==> src/rtl/strap_pkg.sv <==
package strap_pkg;
  localparam int NUM_RAILS = 3;
  localparam int RAIL_5  = 0;
  localparam int RAIL_12 = 1;
  localparam int RAIL_19 = 2;

  typedef enum logic [1:0] {
    VOLT_OFF = 2'b00,
    VOLT_12  = 2'b01,
    VOLT_19  = 2'b10,
    VOLT_5   = 2'b11
  } voltCode_e;

  typedef struct packed {
    logic captureEn;
    logic cfgValid;
  } strapStrobe_t;

  function automatic logic [NUM_RAILS-1:0] decodeRail(input logic [1:0] code);
    logic [NUM_RAILS-1:0] r;
    r = '0;
    case (voltCode_e'(code))
      VOLT_12: r[RAIL_12] = 1'b1;
      VOLT_19: r[RAIL_19] = 1'b1;
      VOLT_5:  r[RAIL_5]  = 1'b1;
      default: r = '0;
    endcase
    return r;
  endfunction
endpackage

==> src/rtl/strap_ctrl.sv <==
module strap_ctrl
  import strap_pkg::*;
#(
  parameter int CAPTURE_CYCLES = 8
) (
  input  logic         clk,
  input  logic         rstN,
  output strapStrobe_t strobe
);
  localparam int CW = $clog2(CAPTURE_CYCLES + 1);
  localparam logic [CW-1:0] WIN_END = CW'(CAPTURE_CYCLES);

  logic [CW-1:0] winCnt;
  logic          validQ;

  always_ff @(posedge clk or negedge rstN) begin
    if (!rstN) begin
      winCnt <= '0;
      validQ <= 1'b0;
    end else if (winCnt < WIN_END) begin
      winCnt <= winCnt + 1'b1;
    end else begin
      validQ <= 1'b1;
    end
  end

  always_comb begin
    strobe.captureEn = (winCnt < WIN_END);
    strobe.cfgValid  = validQ;
  end
endmodule

==> src/rtl/strap_dp.sv <==
module strap_dp
  import strap_pkg::*;
(
  input  logic                 clk,
  input  logic                 rstN,
  input  strapStrobe_t         strobe,
  input  logic                 modePinIn,
  input  logic                 hsSelPinIn,
  input  logic                 ssSelPinIn,
  input  logic                 vctl1PinIn,
  input  logic                 commReqPinIn,
  input  logic                 hostHsSel,
  input  logic                 hostSsSel,
  input  logic                 laneModeIn,
  output logic                 hsSelPinOut,
  output logic                 hsSelPinOe,
  output logic                 ssSelPinOut,
  output logic                 ssSelPinOe,
  output logic [NUM_RAILS-1:0] vctlPinOut,
  output logic [NUM_RAILS-1:0] vctlPinOe,
  output logic                 isHost,
  output logic                 isDongle,
  output logic                 fwUpdate,
  output logic [1:0]           voltCode,
  output logic [NUM_RAILS-1:0] railEn,
  output logic                 fourLane,
  output logic                 commReq
);
  logic       hostQ;
  logic       dongleQ;
  logic       fwQ;
  logic [1:0] codeQ;

  always_ff @(posedge clk or negedge rstN) begin
    if (!rstN) begin
      hostQ   <= 1'b0;
      dongleQ <= 1'b0;
      fwQ     <= 1'b0;
      codeQ   <= 2'b00;
    end else if (strobe.captureEn) begin
      hostQ   <= modePinIn;
      dongleQ <= vctl1PinIn;
      fwQ     <= commReqPinIn;
      codeQ   <= {hsSelPinIn, ssSelPinIn};
    end
  end

  logic hostLive;
  logic dockLive;
  logic [NUM_RAILS-1:0] railDec;

  always_comb begin
    hostLive = strobe.cfgValid && hostQ;
    dockLive = strobe.cfgValid && !hostQ;
    railDec  = decodeRail(codeQ);
  end

  assign isHost   = hostQ;
  assign isDongle = dongleQ && !hostQ;
  assign fwUpdate = fwQ;
  assign voltCode = codeQ;

  assign railEn   = (dockLive && !fwQ) ? railDec : '0;
  assign fourLane = dockLive && laneModeIn;
  assign commReq  = strobe.cfgValid && commReqPinIn;

  assign hsSelPinOe  = hostLive;
  assign ssSelPinOe  = hostLive;
  assign hsSelPinOut = hostLive && hostHsSel;
  assign ssSelPinOut = hostLive && hostSsSel;

  for (genvar i = 0; i < NUM_RAILS; i++) begin : g_vctl
    assign vctlPinOe[i]  = dockLive;
    assign vctlPinOut[i] = railEn[i];
  end
endmodule

==> src/rtl/strap_cfg_top.sv <==
module strap_cfg_top
  import strap_pkg::*;
#(
  parameter int CAPTURE_CYCLES = 8
) (
  input  logic                 clk,
  input  logic                 rstN,
  input  logic                 modePinIn,
  input  logic                 hsSelPinIn,
  output logic                 hsSelPinOut,
  output logic                 hsSelPinOe,
  input  logic                 ssSelPinIn,
  output logic                 ssSelPinOut,
  output logic                 ssSelPinOe,
  input  logic                 vctl1PinIn,
  output logic [NUM_RAILS-1:0] vctlPinOut,
  output logic [NUM_RAILS-1:0] vctlPinOe,
  input  logic                 commReqPinIn,
  input  logic                 hostHsSel,
  input  logic                 hostSsSel,
  input  logic                 laneModeIn,
  output logic                 cfgValid,
  output logic                 isHost,
  output logic                 isDongle,
  output logic                 fwUpdate,
  output logic [1:0]           voltCode,
  output logic [NUM_RAILS-1:0] railEn,
  output logic                 fourLane,
  output logic                 commReq
);
  strapStrobe_t strobe;

  strap_ctrl #(.CAPTURE_CYCLES(CAPTURE_CYCLES)) u_ctrl (
    .clk    (clk),
    .rstN   (rstN),
    .strobe (strobe)
  );

  strap_dp u_dp (
    .clk          (clk),
    .rstN         (rstN),
    .strobe       (strobe),
    .modePinIn    (modePinIn),
    .hsSelPinIn   (hsSelPinIn),
    .ssSelPinIn   (ssSelPinIn),
    .vctl1PinIn   (vctl1PinIn),
    .commReqPinIn (commReqPinIn),
    .hostHsSel    (hostHsSel),
    .hostSsSel    (hostSsSel),
    .laneModeIn   (laneModeIn),
    .hsSelPinOut  (hsSelPinOut),
    .hsSelPinOe   (hsSelPinOe),
    .ssSelPinOut  (ssSelPinOut),
    .ssSelPinOe   (ssSelPinOe),
    .vctlPinOut   (vctlPinOut),
    .vctlPinOe    (vctlPinOe),
    .isHost       (isHost),
    .isDongle     (isDongle),
    .fwUpdate     (fwUpdate),
    .voltCode     (voltCode),
    .railEn       (railEn),
    .fourLane     (fourLane),
    .commReq      (commReq)
  );

  assign cfgValid = strobe.cfgValid;
endmodule

==> config.mk <==
export PLATFORM = sky130hd
export DESIGN_NAME = strap_cfg_top
export DESIGN_NICKNAME = d
export VERILOG_FILES = /design/src/rtl/strap_pkg.sv /design/src/rtl/strap_ctrl.sv /design/src/rtl/strap_dp.sv /design/src/rtl/strap_cfg_top.sv
export SDC_FILE = /design/constraint.sdc
export NUM_CORES = 1
export LEC_CHECK = 0
export BUFFER_PORTS_ARGS = -buffer_cell sky130_fd_sc_hd__buf_2
export CORE_MARGIN = 3
export CORE_UTILIZATION = 25
export CTS_CLUSTER_DIAMETER = 30
export DETAILED_ROUTE_END_ITERATION = 8
export PLACE_DENSITY = 0.55
export SLEW_MARGIN = 30
export SYNTH_ARGS = -nofsm -noshare
export SYNTH_HDL_FRONTEND = slang
export SYNTH_SLANG_ARGS = --single-unit
==> constraint.sdc <==
create_clock -name clk -period 2.5 [get_ports clk]
set_input_delay 0.25 -clock clk [delete_from_list [all_inputs] [get_ports clk]]
set_output_delay 0.25 -clock clk [all_outputs]
set_load 0.05 [all_outputs]
## Word-level counts from Yosys, hierarchy flattened

Index checks and enable logic that the tools add are counted.

- Register bits after elaboration: 10
- Input port bits: 10
- Output and inout bits: 21
- Word-level logic and storage cells: 25

- Add/sub/neg operators: 1
- Magnitude comparators: 1
- Eq/ne operators: 3
- Muxes and demuxes: 4
- Reduce and logical (&&, ||, !) cells: 10

Operators with widths:

| kind | number |
|---|---|
| $logic_and 1x1->1 | 8 |
| $add 4x1->4 const B | 1 |
| $eq 2x2->1 const B | 2 |
| $lt 4x4->1 const B | 1 |
| $mux 1 | 3 |
| $mux 3 | 1 |
| $eq 2x1->1 const B | 1 |
| $logic_not 1->1 | 2 |

## Longest topological paths before layout

Gate-level depths: netlist of run 1.

- Depth after elaboration: 4
- Mapped depth: 4

## Hierarchy

A second synthesis of run 1 with hierarchy kept.

- Cells, all modules: 43
- Area total of the unflattened synthesis: 524.3 µm²

By module, submodules not included:

| module | times used | cells each | area an instance (µm²) | seq. area each (µm²) |
|---|---|---|---|---|
| strap_dp | 1 | 28 | 325.3 | 125.1 |
| strap_ctrl | 1 | 15 | 198.9 | 125.1 |

## Least setup slack after synthesis of run 1

OpenSTA, ideal clock, no wires.

- Path kind: register to output
- Start point: reg u_dp.hostQ, in the netlist u_dp.isHost
- End point: out vctlPinOut[2]
- Data arrival time: 2.954 ns
- Setup slack: -0.704 ns
- Cell stages (with the launch flop): 4
- Cell sequence: dfrtp_1 > nand2b_4 > nor4b_1 > buf_4

- Word-level cells in the longest chain between the ends: 4

RTL lines:

| what | line | source |
|---|---|---|
| from (decl) | strap_dp.sv:29 | `logic hostQ;` |
| from (signal assigned) | strap_dp.sv:41 | `hostQ <= modePinIn;` |
| $logic_not 1->1 | strap_dp.sv:54 | `dockLive = strobe.cfgValid && !hostQ;` |
| $logic_and 1x1->1 | strap_dp.sv:54 |  |
| $logic_and 1x1->1 | strap_dp.sv:63 | `assign railEn = (dockLive && !fwQ) ? railDec : '0;` |
| $mux 3 | strap_dp.sv:63 |  |
| to (decl) | strap_cfg_top.sv:16 | `output logic [NUM_RAILS-1:0] vctlPinOut,` |

Every way passes these cells.

## Worst setup path in the final report of run 1

- Start point: reg u_dp.hostQ, in the netlist u_dp.isHost
- End point: out railEn[2]

- Word-level cells in the longest chain between the ends: 4

RTL lines:

| what | line | source |
|---|---|---|
| $logic_not 1->1 | strap_dp.sv:54 |  |
| $logic_and 1x1->1 | strap_dp.sv:54 |  |
| $logic_and 1x1->1 | strap_dp.sv:63 |  |
| $mux 3 | strap_dp.sv:63 |  |
| to (decl) | strap_cfg_top.sv:27 | `output logic [NUM_RAILS-1:0] railEn,` |

Every way passes these cells.

==> reports/metrics.cfg, run 1 <==
[run_status]
status = finished, final reports clean

[floorplan]
pin_count = 31
die_h_um = 51.47
die_area_um2 = 2649
rows = 15
core-area_um2 = 1839
dieWidth_um = 51.47
initial_utilization = 0.2810

[sta]
slew_violations = 0
worst_pin_slew_ns = 0.3751
min_period_over_period = 0.7118
finalHoldViolations = 0
setup_violations = 0
max_freq_mhz = 562.0
post-route-min-period_ns = 1.779
rsz0062_at_grt = false
fin_skew_ns = 0.001223
setup_tns_ns = 0
relSlewSlack = 0.7499

[synth]
ys_seq_elements = 10
syn-num-nets = 52
ys_types = 16
avgSynthCellArea_um2 = 12.60
yosysWarnings = 0
ys_seq_area_frac = 0.4843
netlist_area_um2 = 516.7
syn_inst = 41

[min_path]
min_to = u_dp.voltCode[1]
min_path_cells = 2
hold_class = in -> reg
min_from = hsSelPinIn

[global_routing]
grt_pass1_wl_mm = 1.628
grt_max_degree = 11
grt_pass1_vias = 369
grt_overflow_total = 0
grt_use_total = 0.08425
antenna_found_initial = 0

[routing]
num_vias = 397
wl_um = 982
wl_per_cell_um = 10.56
drc = 0
first_iter_violations = 0
viasPerCell = 4.269
ant_nets = 0
first_pass_iters = 1

[power]
pwr_density_cell_nw_per_um2 = 586.9
p_leak_nw = 0.3631
peakVddDrop_mv = 0.2520

[clock_network]
cts_buffers = 3
clock_path_buffers = 2
cts_root_buf = clkbuf_4
insertion_delay_ns = 0.26
clkSinkCount = 10
cts_tree = built
cts_htree_levels = 1
ctsResizeCount = 0
cts.reportedPaths.clkPinSlew_ns = 0.07

[final_layout]
n_antenna_cell = 0
area_growth_pct = 32.45
nets = 80
design_area_um2 = 684.4
drive_gt1_frac = 0.6912

[setup_path]
worstSetupStartpointType = flip-flop
r2r_cells = 2
timing.rr.start = u_ctrl.winCnt[0]
cp.required_ns = 2.25
r2r-end = u_ctrl.winCnt[1]
crit_fanout = 7
crit_arrival_ns = 1.53
crit_type = reg -> out
r2r_slack_ns = 1.43
worstSetupEndpointType = output pin

[placed_design]
portBuffers = 30
placed_area_um2 = 638.1
gp_congestion = 0.5762

[run]
max_cap_violations = 0

[cell type report]
type / count / area, um2
Clock buffer: 4 / 36.28
Fill cell: 194 / 1155
Inverter: 1 / 3.754
Multi-Input combinational cell: 22 / 202.7
Sequential cell: 10 / 250.2
Tap cell: 25 / 31.28
Timing Repair Buffer: 31 / 160.2
[state kept, by name (all words and copies together), names as in the netlist]
signal	count
u_dp.voltCode	2
u_dp.dongleQ	1
u_ctrl.winCnt	4
u_dp.isHost	1
u_dp.fwUpdate	1
u_ctrl.validQ	1
[what timing repair did]
action | CTS | global route
setup buffers | 0 | 0
hold buffers | 1 | 0
endpoints found under the hold margin | 10 | 0
[placed cells by master, fill, tap and decap left out, types with 2 or more instances in the layout]
cell type / n
nor4b_1: 2
buf_2: 30
dfrtp_1: 10
xnor2_1: 2
mux2_2: 6
and2_2: 2
and3_2: 2
clkbuf_4: 3
[cells by family after synthesis]
group	synth area share
compound gates	0.01695
flops	0.4843
mux	0.1307
simple gates	0.1865
buf+inv	0.1235
fa+ha+maj	0.02421
xor+xnor	0.03390
[report_power, final]
| group | leakage [nW] | switching (mW) | total, mW | internal, mW |
|---|---|---|---|---|
| Combinational | 0.224 | 0.0647 | 0.0885 | 0.0238 |
| Clock | 0.0210 | 0.0543 | 0.143 | 0.0884 |
| Sequential | 0.118 | 0.00458 | 0.170 | 0.166 |
| Total | 0.363 | 0.124 | 0.402 | 0.278 |
[Yosys cell counts]
cell | count | share of area
dfrtp_1 | 10 | 0.48
and2_1 | 1 | 0.012
nand2b_1 | 1 | 0.012
nor4b_1 | 2 | 0.034
ha_1 | 1 | 0.024
or2_2 | 1 | 0.012
nand2b_4 | 1 | 0.027
and3_2 | 2 | 0.029
inv_1 | 1 | 0.0073
a31o_2 | 1 | 0.017
and4b_1 | 1 | 0.019
mux2_2 | 6 | 0.13
buf_4 | 8 | 0.12
and2_2 | 2 | 0.029
xnor2_1 | 2 | 0.034
nor2b_1 | 1 | 0.012
[critical path: stages, from the launching register on]
cell,delay [ns]
dfrtp_1,0.44
nand2b_4,0.17
nor4b_1,0.32
buf_2,0.34
[metrics by stage]
step	instances	total power, mW	hold slack, ns	util	setup WS, ns
2_1_floorplan	41	0.2431	-0.04559	-	-0.7039
3_3_place_gp	88	0.2614	0.1213	0.3469	1.058
3_5_place_dp	88	0.2622	0.1223	0.3469	1.013
4_1_cts	93	0.4087	0.2092	0.3721	0.7127
5_1_grt	93	0.4237	0.2043	0.3721	0.5870
6_report	93	0.4017	0.2145	0.3721	0.7206
[routing by layer]
| layer | track usage | vias to the layer above | part of all wire |
|---|---|---|---|
| met5 | 0 | - | 0 |
| met4 | 0.03930 | 0 | 0 |
| met3 | 0.02915 | 0 | 0.13 |
| met2 | 0.1314 | 25 | 0.47 |
| met1 | 0.1033 | 184 | 0.40 |
| li1 | - | 188 | - |
[how the worst max path moves through the flow]
stage,startpoint,endpoint,cells past startpoint
6_report,u_dp.isHost,railEn[2],3
5_1_grt,u_dp.isHost,railEn[2],3
4_1_cts,u_dp.isHost,railEn[2],3
3_5_place_dp,u_dp.isHost,railEn[2],3
3_3_place_gp,u_dp.isHost,vctlPinOut[1],3
2_1_floorplan,u_dp.isHost,vctlPinOut[2],3
No activity file was read; power rests on OpenSTA's default activity.
==> run 2, diff against run 1 <==
--- a/config.mk
+++ b/config.mk
@@ -5,12 +5,13 @@
 export SDC_FILE = /design/constraint.sdc
 export NUM_CORES = 1
 export LEC_CHECK = 0
+export ABC_AREA = 1
 export BUFFER_PORTS_ARGS = -buffer_cell sky130_fd_sc_hd__buf_2
 export CORE_MARGIN = 3
 export CORE_UTILIZATION = 25
 export CTS_CLUSTER_DIAMETER = 30
 export DETAILED_ROUTE_END_ITERATION = 8
-export PLACE_DENSITY = 0.55
+export PLACE_DENSITY = 0.54
 export SLEW_MARGIN = 30
 export SYNTH_ARGS = -nofsm -noshare
 export SYNTH_HDL_FRONTEND = slang
==> constraint.sdc (replaced) <==
create_clock -name clk -period 1.7 [get_ports clk]
set_input_delay 0.17 -clock clk [delete_from_list [all_inputs] [get_ports clk]]
set_output_delay 0.17 -clock clk [all_outputs]
set_load 0.05 [all_outputs]
==> reports/metrics.cfg, run 2 <==
[routing]
viasPerCell = 3.992  ; was 4.269
wl_per_cell_um = 8.579  ; was 10.56 um
met1_length_um = 418  ; was 393 um
wl_mm = 1.038  ; was 982 um
ant_nets = 0  ; unchanged
first_iter_violations = 3  ; was 0
num_vias = 483  ; was 397
met3_length_um = 101  ; was 125 um
wl_met2_um = 496  ; was 464 um
top_layer = met4  ; was met3
drc = 0  ; unchanged
first_pass_iters = 2  ; was 1

[power]
p_comb_frac = 0.253  ; was 0.220
pwr_density_cell_nw_per_um2 = 760.7  ; was 586.9 nW/um2
netSwitchingPower_mw = 0.1859  ; was 0.1236 mW
p_leak_nw = 0.4215  ; was 0.3631 nW
p_int_mw = 0.3680  ; was 0.2781 mW
p_sw_frac = 0.3356  ; was 0.3077
power.total_mw = 0.5539  ; was 0.4017 mW
p_seq_frac = 0.449  ; was 0.424
p_clk_frac = 0.299  ; was 0.355
peakVddDrop_mv = 0.3502  ; was 0.2520 mV

[synth]
yosysWarnings = 0  ; unchanged
synth.most_common_cell = nand2_1  ; was dfrtp_1
netlist_area_um2 = 548.0  ; was 516.7 um2
ys_seq_elements = 10  ; unchanged
synthArstFlopShare = 1.000  ; unchanged
avgSynthCellArea_um2 = 8.179  ; was 12.60 um2
ys_types = 14  ; was 16
yosysTopAreaCell = dfrtp_1  ; unchanged
synth_common_cells = nand2_1 (18), inv_1 (11), dfrtp_1 (10)  ; was dfrtp_1 (10), buf_4 (8), mux2_2 (6)
synth_edf_count = 0  ; unchanged
ys_seq_area_frac = 0.4566  ; was 0.4843
syn-num-nets = 78  ; was 52
yosys.area.top_type_share = 0.4566  ; was 0.4843
syn_inst = 67  ; was 41
synthFlopType = dfrtp_1  ; unchanged
synthTopCellsByArea = dfrtp_1 (46%), nand2_1 (12%), buf_4 (9.6%)  ; was dfrtp_1 (48%), mux2_2 (13%), buf_4 (12%)

[final_layout]
area_growth_pct = 32.88  ; was 32.45%
nets = 106  ; was 80
n_fill_cell = 220  ; was 194
mostFrequentLayoutCell = buf_2  ; unchanged
design_area_um2 = 728.2  ; was 684.4 um2
final_cell_mix = buf_2 (30), nand2_1 (18), inv_1 (11), dfrtp_1 (9), o21ai_2 (5)  ; was buf_2 (30), dfrtp_1 (10), mux2_2 (6), clkbuf_4 (3)
regMostFlops = u_ctrl.winCnt  ; unchanged
drive_gt1_frac = 0.5000  ; was 0.6912
n_antenna_cell = 0  ; unchanged
multi_input_area_um2 = 207.7  ; was 202.7 um2
largest_register_ff_count = 4  ; unchanged
seq_area_um2 = 251.5  ; was 250.2 um2

[floorplan]
dieWidth_um = 52.82  ; was 51.47 um
core-area_um2 = 2022  ; was 1839 um2
rows = 16  ; was 15
die_h_um = 52.82  ; was 51.47 um
pin_count = 31  ; unchanged
initial_utilization = 0.2710  ; was 0.2810
die_area_um2 = 2790  ; was 2649 um2

[placed_design]
placed_area_um2 = 691.9  ; was 638.1 um2
portBuffers = 30  ; unchanged
hpwlAfterDp_um = 882.3
gp_congestion = 0.7152  ; was 0.5762

[sta]
post-route-min-period_ns = 1.562
min_period_over_period = 0.9188
max_freq_mhz = 640.2
setup_violations = 0  ; unchanged
rsz0062_at_grt = false  ; unchanged
fin_skew_ns = 0.006706  ; was 0.001223 ns
slew_violations = 0  ; unchanged
setup_tns_ns = 0  ; unchanged
finalHoldViolations = 0  ; unchanged
worst_pin_slew_ns = 0.2625  ; was 0.3751 ns
relSlewSlack = 0.8248  ; was 0.7499

[clock_network]
cts_buffers = 3  ; unchanged
cts_tree = built  ; unchanged
clkSinkCount = 10  ; unchanged
cts.reportedPaths.clkPinSlew_ns = 0.07  ; about the same
insertion_delay_ns = 0.26  ; about the same
cts_htree_levels = 1  ; unchanged
clock_path_buffers = 2  ; unchanged
cts_root_buf = clkbuf_4  ; unchanged

[global_routing]
grt_max_degree = 16  ; was 11
grt_pass1_vias = 416  ; was 369
antenna_found_initial = 0  ; unchanged
grt_overflow_total = 0  ; unchanged
grt_pass1_wl_mm = 1.718  ; was 1.628 mm
grt_use_total = 0.08817  ; was 0.08425

[run]
max_cap_violations = 0  ; unchanged

[min_path]
hold_class = in -> reg  ; unchanged

[setup_path]
crit_fanout = 5  ; was 7
crit_chain = nor2_2, nand2_2, nor2_4, buf_2  ; was nand2b_4, nor4b_1, buf_2
cp.required_ns = 1.53  ; was 2.25 ns
cpPeakStageDelay_ns = 0.42  ; was 0.44 ns
worstSetupEndpointType = output pin  ; unchanged
worstSetupStartpointType = flip-flop  ; unchanged
crit_arrival_ns = 1.39  ; was 1.53 ns
critPathSlowestCell = dfrtp_1  ; unchanged
cp_top_family = simple AND/OR/NAND/NOR gates  ; unchanged
crit_type = reg -> out  ; unchanged
path_buf_inv = 1  ; unchanged

[run_status]
status = finished, final reports clean  ; unchanged

[run 2: cell count changes after synthesis, sizes merged, moves of 2 or more]
cell	change
nand2	+19
nor4b	-2
nor2	+7
nand3	+2
o21ai	+5
nand2b	-2
mux2	-6
inv	+12
and2	-3
[run 2: what timing repair did]
item	4_1_cts	5_1_grt
gates resized for setup	0	0
hold buffers	1	0
hold endpoints to repair	10	0
buffers inserted	0	0
[run 2: layout make-up]
| cell class | instances | share of cell area |
|---|---|---|
| clock buffers | 4 | 0.03608 |
| multi-input cells | 36 | 0.2852 |
| flip-flops and latches | 10 | 0.3454 |
| well taps | 27 | 0.04639 |
| repair buffers | 31 | 0.2199 |
| inverters | 13 | 0.06701 |
[run 2: kinds of logic (layout without fill, tap and decap cells)]
group	count (synthesis)	in the layout	share of synthesized area
compound gates	5	5	0.07991
xor+xnor	1	1	0.01598
fa+ha+maj	1	1	0.02283
buf+inv	21	48	0.2055
flops	10	10	0.4566
simple gates	29	29	0.2192
[run 2: per-layer routing]
metal / GRT usage / up-vias
li1: - / 247
met1: 0.09516 / 212
met2: 0.1364 / 22
met3: 0.02849 / 2
met4: 0.07660 / 0
met5: 0 / -
[run 2: through the flow]
step	utilization	worst slack [ns]	cells	hold WS [ns]
2_1_floorplan	-	0.009088	67	-0.1256
3_3_place_gp	0.3422	0.4601	116	0.03689
3_5_place_dp	0.3422	0.4013	116	0.04280
4_1_cts	0.3601	0.1044	121	0.1036
5_1_grt	0.3601	0.01751	121	0.1232
6_report	0.3601	0.1381	121	0.1134
[run 2: tightest hold or removal path, stage by stage]
cell     delay (ns)
buf_2          0.07
nand2_1        0.05
o21ai_2        0.05
[run 2: power groups by stage]
stage	clock, mW	sequential [mW]	combinational [mW]
floorplan	0	0.270	0.0946
global placement	0	0.253	0.139
detailed placement	0	0.253	0.140
CTS	0.177	0.249	0.142
global route	0.185	0.249	0.150
finish	0.165	0.249	0.140
[run 2: worst paths after layout]
| check | startpoint | slack, ns | cells past startpoint | end |
|---|---|---|---|---|
| min in group asynchronous | rstN | 0.29 | 2 | u_dp.dongleQ |
| max in group asynchronous | rstN | 1.21 | 2 | u_ctrl.validQ |
| hold reg to reg | u_ctrl.winCnt[1] | 0.52 | 2 | u_ctrl.winCnt[1] |
| hold / removal | modePinIn | 0.11 | 3 | u_dp.isHost |
| setup reg to reg | u_ctrl.winCnt[3] | 0.72 | 4 | u_ctrl.winCnt[2] |
| setup / recovery | u_dp.isHost | 0.14 | 4 | vctlPinOut[0] |
